File: src/rtl/sram64k_ctrl.sv
module sram64k_ctrl #(
  parameter int CLK_NS    = 10,
  parameter int T_CYC_NS  = 50,
  parameter int T_ACC_NS  = 50,
  parameter int T_WP_NS   = 30,
  parameter int T_HZ_NS   = 15,
  parameter int T_WR_NS   = 10
) (
  input  logic        clk,
  input  logic        rst_n,
  input  logic        req_valid,
  output logic        req_ready,
  input  logic        req_write,
  input  logic [15:0] req_addr,
  input  logic        req_wdata,
  output logic        rd_data,
  output logic        rd_valid,
  output logic [15:0] mem_addr,
  output logic        mem_ce_n,
  output logic        mem_we_n,
  output logic        mem_din,
  input  logic        mem_dout
);

  function automatic int to_cyc(int ns);
    int c;
    c = (ns + CLK_NS - 1) / CLK_NS;
    return (c < 1) ? 1 : c;
  endfunction

  function automatic int imax(int a, int b);
    return (a > b) ? a : b;
  endfunction

  localparam int RD_CYC  = to_cyc(imax(T_CYC_NS, T_ACC_NS));
  localparam int WP_CYC  = imax(to_cyc(T_WP_NS), imax(RD_CYC - 2, 1));
  localparam int GAP_CYC = imax(to_cyc(T_HZ_NS), to_cyc(T_WR_NS));
  localparam int CNT_W   = $clog2(imax(imax(RD_CYC, WP_CYC), GAP_CYC) + 1) + 1;

  typedef enum logic [2:0] {S_IDLE, S_READ, S_WSET, S_WSTB, S_WEND, S_GAP} st_t;

  st_t              state;
  logic [CNT_W-1:0] cnt;

  assign req_ready = (state == S_IDLE);

  always_ff @(posedge clk or negedge rst_n) begin
    if (!rst_n) begin
      state    <= S_IDLE;
      cnt      <= '0;
      mem_addr <= '0;
      mem_ce_n <= 1'b1;
      mem_we_n <= 1'b1;
      mem_din  <= 1'b0;
      rd_data  <= 1'b0;
      rd_valid <= 1'b0;
    end else begin
      rd_valid <= 1'b0;
      case (state)
        S_IDLE: if (req_valid) begin
          mem_addr <= req_addr;
          mem_ce_n <= 1'b0;
          if (req_write) begin
            mem_din <= req_wdata;
            state   <= S_WSET;
          end else begin
            cnt   <= CNT_W'(RD_CYC - 1);
            state <= S_READ;
          end
        end
        S_READ: if (cnt == '0) begin
          rd_data  <= mem_dout;
          rd_valid <= 1'b1;
          mem_ce_n <= 1'b1;
          cnt      <= CNT_W'(GAP_CYC - 1);
          state    <= S_GAP;
        end else cnt <= cnt - 1'b1;
        S_WSET: begin
          mem_we_n <= 1'b0;
          cnt      <= CNT_W'(WP_CYC - 1);
          state    <= S_WSTB;
        end
        S_WSTB: if (cnt == '0) begin
          mem_we_n <= 1'b1;
          state    <= S_WEND;
        end else cnt <= cnt - 1'b1;
        S_WEND: begin
          mem_ce_n <= 1'b1;
          cnt      <= CNT_W'(GAP_CYC - 1);
          state    <= S_GAP;
        end
        S_GAP: if (cnt == '0) state <= S_IDLE;
               else cnt <= cnt - 1'b1;
        default: state <= S_IDLE;
      endcase
    end
  end

endmodule

File: config.mk
export PLATFORM = sky130hd
export DESIGN_NAME = sram64k_ctrl
export DESIGN_NICKNAME = d
export VERILOG_FILES = /design/src/rtl/sram64k_ctrl.sv
export SDC_FILE = /design/constraint.sdc
export NUM_CORES = 1
export LEC_CHECK = 0
export CAP_MARGIN = 20
export CORE_AREA = 2 2 60 62
export CTS_CLUSTER_DIAMETER = 30
export CTS_CLUSTER_SIZE = 40
export DETAILED_ROUTE_END_ITERATION = 12
export DIE_AREA = 0 0 62 64
export HOLD_SLACK_MARGIN = 0.12
export PLACE_DENSITY = 0.73
export REMOVE_ABC_BUFFERS = 1
export SLEW_MARGIN = 20
export SYNTH_ARGS = -nofsm -noshare
export SYNTH_HDL_FRONTEND = slang
export SYNTH_SLANG_ARGS = --single-unit
File: constraint.sdc
create_clock -name clk -period 2.2 [get_ports clk]
set_clock_uncertainty 0.2 [all_clocks]
set_input_delay 0.44 -clock clk [delete_from_list [all_inputs] [get_ports clk]]
set_output_delay 0.44 -clock clk [all_outputs]
set_load 0.05 [all_outputs]
==> results of run 1 <==
## through the flow
stage,TNS (ns),power [mW]
finish,0,3.307
global route,-0.01972,3.502
CTS,0,3.301
detailed placement,-0.08126,3.053
global placement,-0.01050,2.989
floorplan,-14.20,2.301
## worst paths after layout
check / from / to / slack [ns] / cells after the start
max: cnt[0] / cnt[3] / 0.05 / 6
min: rst_n / mem_addr[7] / 0.28 / 2
max reg2reg: cnt[0] / cnt[3] / 0.05 / 6
min reg2reg: mem_ce_n / mem_ce_n / 0.32 / 2
max in group asynchronous: rst_n / mem_we_n / 1.22 / 2
min in group clk: mem_ce_n / mem_ce_n / 0.32 / 2
## cell families (layout without fill, tap and decap cells)
group	Yosys count	in the layout	share of synthesized area
flip-flops	28	28	0.5451
multiplexers	20	20	0.1736
AND/OR/NAND/NOR	19	19	0.09119
AO/OA/AOI/OAI	18	18	0.1096
buffers and inverters	12	65	0.06110
adder cells (fa/ha/maj)	2	2	0.01940
## area by class of cell
cell class,instances,share of cell area
tap,46,0.03036
clock buffer,4,0.01914
sequential,28,0.3710
inverter,7,0.01386
multi-input combinational,59,0.2772
timing repair buffer,54,0.2884
## routing by layer
metal,part of all wire,vias to the layer above,global-route usage
met5,0,-,0
met2,0.51,26,0.2448
met3,0.039,6,0.02429
li1,-,458,-
met1,0.44,468,0.1865
met4,0.016,0,0.04787
## sequential cells by signal, indices dropped and copies added (netlist names)
name / flops
mem_addr: 16
cnt: 4
state: 3
mem_ce_n: 1
mem_din: 1
mem_we_n: 1
rd_data: 1
rd_valid: 1
## placed cells by master, fill, tap and decap left out, types with 2 or more instances in the layout
master           netlist  final
a21oi_1                5      5
a2bb2oi_1              2      2
buf_12                 0      2
buf_4                  0     12
clkbuf_4               0      3
clkdlybuf4s50_1        0     32
dfrtp_1               26     26
dfstp_2                2      2
dlymetal6s2s_1         0      7
inv_1                  7      7
mux2_1                 2      2
mux2_2                17     17
nand2_1                5      5
nor2_1                 4      4
nor3_1                 2      2
o21ai_0                2      2
o22ai_1                2      2
## what timing repair did
| action | CTS | global route |
|---|---|---|
| cloned | 0 | 0 |
| hold buffers | 0 | 0 |
| setup endpoints to repair | 1 | 10 |
| buffers inserted | 0 | 1 |
| gates resized for setup | 1 | 10 |
## power by group through the flow
stage,sequential [mW],clock [mW],combinational (mW)
after global placement,0.940,0,2.05
final,0.948,0.240,2.12
after floorplan,1.65,0,0.656
after detailed placement,0.958,0,2.10
after global routing,0.974,0.279,2.25
after CTS,0.948,0.256,2.10
==> flow_metrics.tcl, run 1 <==
set metrics [dict create \
    antenna_cells 0 \
    synth_ff_type "dfrtp_1" \
    drtPass1Iterations 3 \
    dpl.cell_count 193 \
    slew_violations 0 \
    ant_nets 0 \
    yosysWarnings 0 \
    final_cells 198 \
    worstPathCellList "inv_1 -> ha_4 -> or4b_4 -> o211a_4 -> o211a_1 -> a221o_1" \
    place_ws_ns -0.05792 \
    grt-ovfl-total 0 \
    htreeDepth 1 \
    relSlewSlack 0.6528 \
    drt_wl_total_um 2820 \
    yosysMostFrequentCell "dfrtp_1" \
    synth_area_leaders "dfrtp_1 (50%), mux2_2 (15%), dfstp_2 (4.1%)" \
    ys_seq_area_frac 0.5451 \
    regArea_um2 703.2 \
    synth_area_per_cell_um2 13.03 \
    drive_above_1_share 0.2895 \
    nNetsFinal 177 \
    worst-path-buf-inv 1 \
    maxCapViolCount 0 \
    drt_iter0_drc 32 \
    cts_buffers 3 \
    grtUsageTotal 0.1464 \
    clockBufferDepth 2 \
    fin_crit_ns 2.154 \
    finalHoldWorstSlack_ns 0.2828 \
    multi_input_area_um2 525.5 \
    fillers 283 \
    root_buffer "clkbuf_4" \
    switching_power_mw 1.542 \
    num_vias 958 \
    setup_viol 0 \
    hold_viol 0 \
    vias_per_cell 4.838 \
    internal_power_mw 1.765 \
    dpl_cell_area_um2 1818 \
    antenna_found_initial 0 \
    synth_cell_types 32 \
    cts_tree "yes" \
    leakage_nw 0.8799 \
    synthTopCellsByCount "dfrtp_1 (26), mux2_2 (17), inv_1 (7), a21oi_1 (5), nand2_1 (5)" \
    start_util 0.3928 \
    ir_drop_mv 0.8110 \
    clk_pin_slew_ns 0.14 \
    hpwlAfterDp_um 2072 \
    critPathMaxStageDelay_ns 0.49 \
    ys_ff_latch 28 \
    clock_latency_ns 0.32 \
    wl_per_cell_um 14.24 \
    portBuffers 43 \
    cp.arrival_ns 2.16 \
    row_count 21 \
    synthCells 99 \
    path_class "reg -> reg" \
    synth_top_cell_by_area "dfrtp_1" \
    route.detailed.drc 0 \
    fin_area_um2 1896 \
    cp.required_ns 2.21 \
    p_sw_frac 0.4662 \
    dieArea_um2 3968 \
    clock_sinks 28 \
    first_global_vias 981 \
    worst_slack_ns 0.04607 \
    dieWidth_um 62 \
    status "complete, no violations" \
    cp-end-kind "flop" \
    p_per_area_nw_per_um2 1744 \
    cp_max_fo 4 \
    place_congestion 0.8495 \
    critPathLaunchType "flop" \
    fin_crit_sh 0.9791 \
    synth_edf_count 0 \
    fin_util 0.5771 \
    grt_start_max_net_pins 29 \
    comb_power_share 0.641 \
    areaGrowthSynthToFinish_pct 46.94 \
    die_h_um 64 \
    cp_slowest_cell "or4b_4" \
    ys_async_sr_fraction 1.000 \
    synth.top_cell.area_share 0.5044 \
    clkPwrFrac 0.073 \
    core_region_area_um2 3284 \
    pwr-share-seq 0.287 \
    grt_pass1_wl_um 4443 \
    tightest_slew_ns 0.5200 \
    netlist_area_um2 1290 \
    crit_family "compound AO/OA/AOI/OAI gates" \
    boundaryPins 44 \
    hp-class "in -> async" \
    fmaxAchievable_mhz 464.3 \
]
No activity file was read; power rests on OpenSTA's default activity.
==> run 2, diff against run 1 <==
- clock period: 2.2 -> 1.8 ns (I/O delays scaled with it)
==> flow_metrics.tcl, run 2 (synthesized netlist as in run 1, its figures left out) <==
set metrics [dict create \
    drtPass1Iterations 4 \
    critPathMaxStageDelay_ns 0.48 \
    areaGrowthSynthToFinish_pct 75.07 \
    ir_drop_mv 1.142 \
    p_total_mw 5.146 \
    cts_buffers 3 \
    grtUsageTotal 0.1774 \
    route.detailed.drc 0 \
    grt_pass1_wl_um 5278 \
    drive_above_1_share 0.5238 \
    cts_tree "yes" \
    clock_latency_ns 0.33 \
    fin_crit_sh 1.152 \
    largest_reg_flops 16 \
    rrSetupSlack_ns -0.27 \
    relSlewSlack 0.7610 \
    grt_start_max_net_pins 29 \
    hpwlAfterDp_um 2328 \
    clock_sinks 28 \
    antenna_found_initial 0 \
    drt_iter0_drc 24 \
    largest-register "mem_addr" \
    pwr-share-seq 0.245 \
    fin_crit_ns 2.074 \
    cp_slowest_cell "or4b_4" \
    internal_power_mw 2.920 \
    fin_area_um2 2258 \
    dieArea_um2 3968 \
    worst-path-buf-inv 1 \
    switching_power_mw 2.226 \
    nNetsFinal 193 \
    root_buffer "clkbuf_4" \
    vias_per_cell 4.879 \
    hold_buffers 0 \
    final_cell_mix "dfrtp_1 (26), buf_4 (26), clkdlybuf4s50_1 (21), buf_12 (21), mux2_2 (17)" \
    grt-ovfl-total 0 \
    top_regs "mem_addr x16, cnt x4, state x3" \
    worst_slack_ns -0.2737 \
    status "complete, but fails checks" \
    fmaxAchievable_mhz 482.2 \
    boundaryPins 44 \
    maxCapViolCount 0 \
    ant_nets 0 \
    critPathLaunchType "flop" \
    clockBufferDepth 2 \
    crit_family "compound AO/OA/AOI/OAI gates" \
    dpl_cell_area_um2 2083 \
    p_sw_frac 0.4326 \
    cp_max_fo 4 \
    p_per_area_nw_per_um2 2278 \
    die_h_um 64 \
    start_util 0.3928 \
    clk_pin_slew_ns 0.15 \
    r2r_start "cnt[1]" \
    rsz0062_at_grt "yes" \
    row_count 21 \
    hold_viol 0 \
    place_congestion 0.8431 \
    num_vias 1044 \
    reg2reg_depth 6 \
    tightest_slew_ns 0.3585 \
    htreeDepth 1 \
    leakage_nw 1.002 \
    hp-class "in -> async" \
    cp-end-kind "flop" \
    r2r-end "cnt[3]" \
    dieWidth_um 62 \
    portBuffers 43 \
    comb_power_share 0.695 \
    violations "negative setup slack" \
    setup_viol 7 \
    wl_per_cell_um 15.46 \
    worstPathCellList "inv_2 -> ha_4 -> or4b_4 -> o211a_4 -> o211a_1 -> a221o_1" \
    slew_violations 0 \
    cp.arrival_ns 2.10 \
    clkPwrFrac 0.059 \
    cp.required_ns 1.82 \
    first_global_vias 1137 \
    path_class "reg -> reg" \
    drt_wl_total_um 3309 \
    dpl.cell_count 203 \
    antenna_cells 0 \
    final_cells 214 \
    core_region_area_um2 3284 \
]
-- run 2: final cells by class --
class,count,area (µm²)
inverter,7,26.28
fill,235,1026
timing repair buffer,70,848.3
multi-input combinational,59,586.8
tap,46,57.56
clock buffer,4,36.28
sequential,28,703.2
-- run 2: power groups by stage --
stage | Combinational, mW | Sequential [mW] | Clock [mW]
4_1_cts | 3.42 | 1.27 | 0.319
5_1_grt | 3.75 | 1.30 | 0.343
2_1_floorplan | 0.802 | 2.01 | 0
3_3_place_gp | 3.16 | 1.24 | 0
3_5_place_dp | 3.22 | 1.27 | 0
6_report | 3.58 | 1.26 | 0.304
-- run 2: repair_timing --
| item | 4_1_cts | 5_1_grt |
|---|---|---|
| setup buffers | 5 | 2 |
| gates resized for setup | 12 | 6 |
| hold endpoints to repair | 0 | 0 |
| pin swaps | 1 | 1 |
| endpoints found under the setup margin | 23 | 24 |
-- run 2: worst max-delay path by stage --
stage	slack [ns]	depth (start not counted)	endpoint	start
floorplan	-1.27	4	mem_din	state[1]
global placement	-0.37	5	cnt[3]	req_valid
detailed placement	-0.41	5	cnt[3]	req_valid
CTS	-0.24	6	cnt[3]	cnt[1]
global route	-0.32	6	cnt[3]	cnt[1]
finish	-0.27	6	cnt[3]	cnt[1]
-- run 2: through the flow --
stage	TNS, ns	utilization	worst slack, ns	hold WS (ns)
floorplan	-22.08	-	-1.266	-0.1356
global placement	-3.145	0.6343	-0.3748	0.2936
detailed placement	-4.186	0.6343	-0.4059	0.3097
CTS	-0.8738	0.6739	-0.2443	0.1943
global route	-1.561	0.6876	-0.3208	0.2029
finish	-1.105	0.6876	-0.2737	0.1924
-- run 2: routing by layer --
layer / global-route usage / vias to the layer above / part of all wire / routed length (µm)
li1: - / 488 / - / -
met1: 0.2174 / 518 / 0.38 / 1254
met2: 0.3034 / 32 / 0.57 / 1873
met3: 0.03441 / 6 / 0.041 / 135
met4: 0.05585 / 0 / 0.014 / 46
met5: 0 / - / 0 / 0
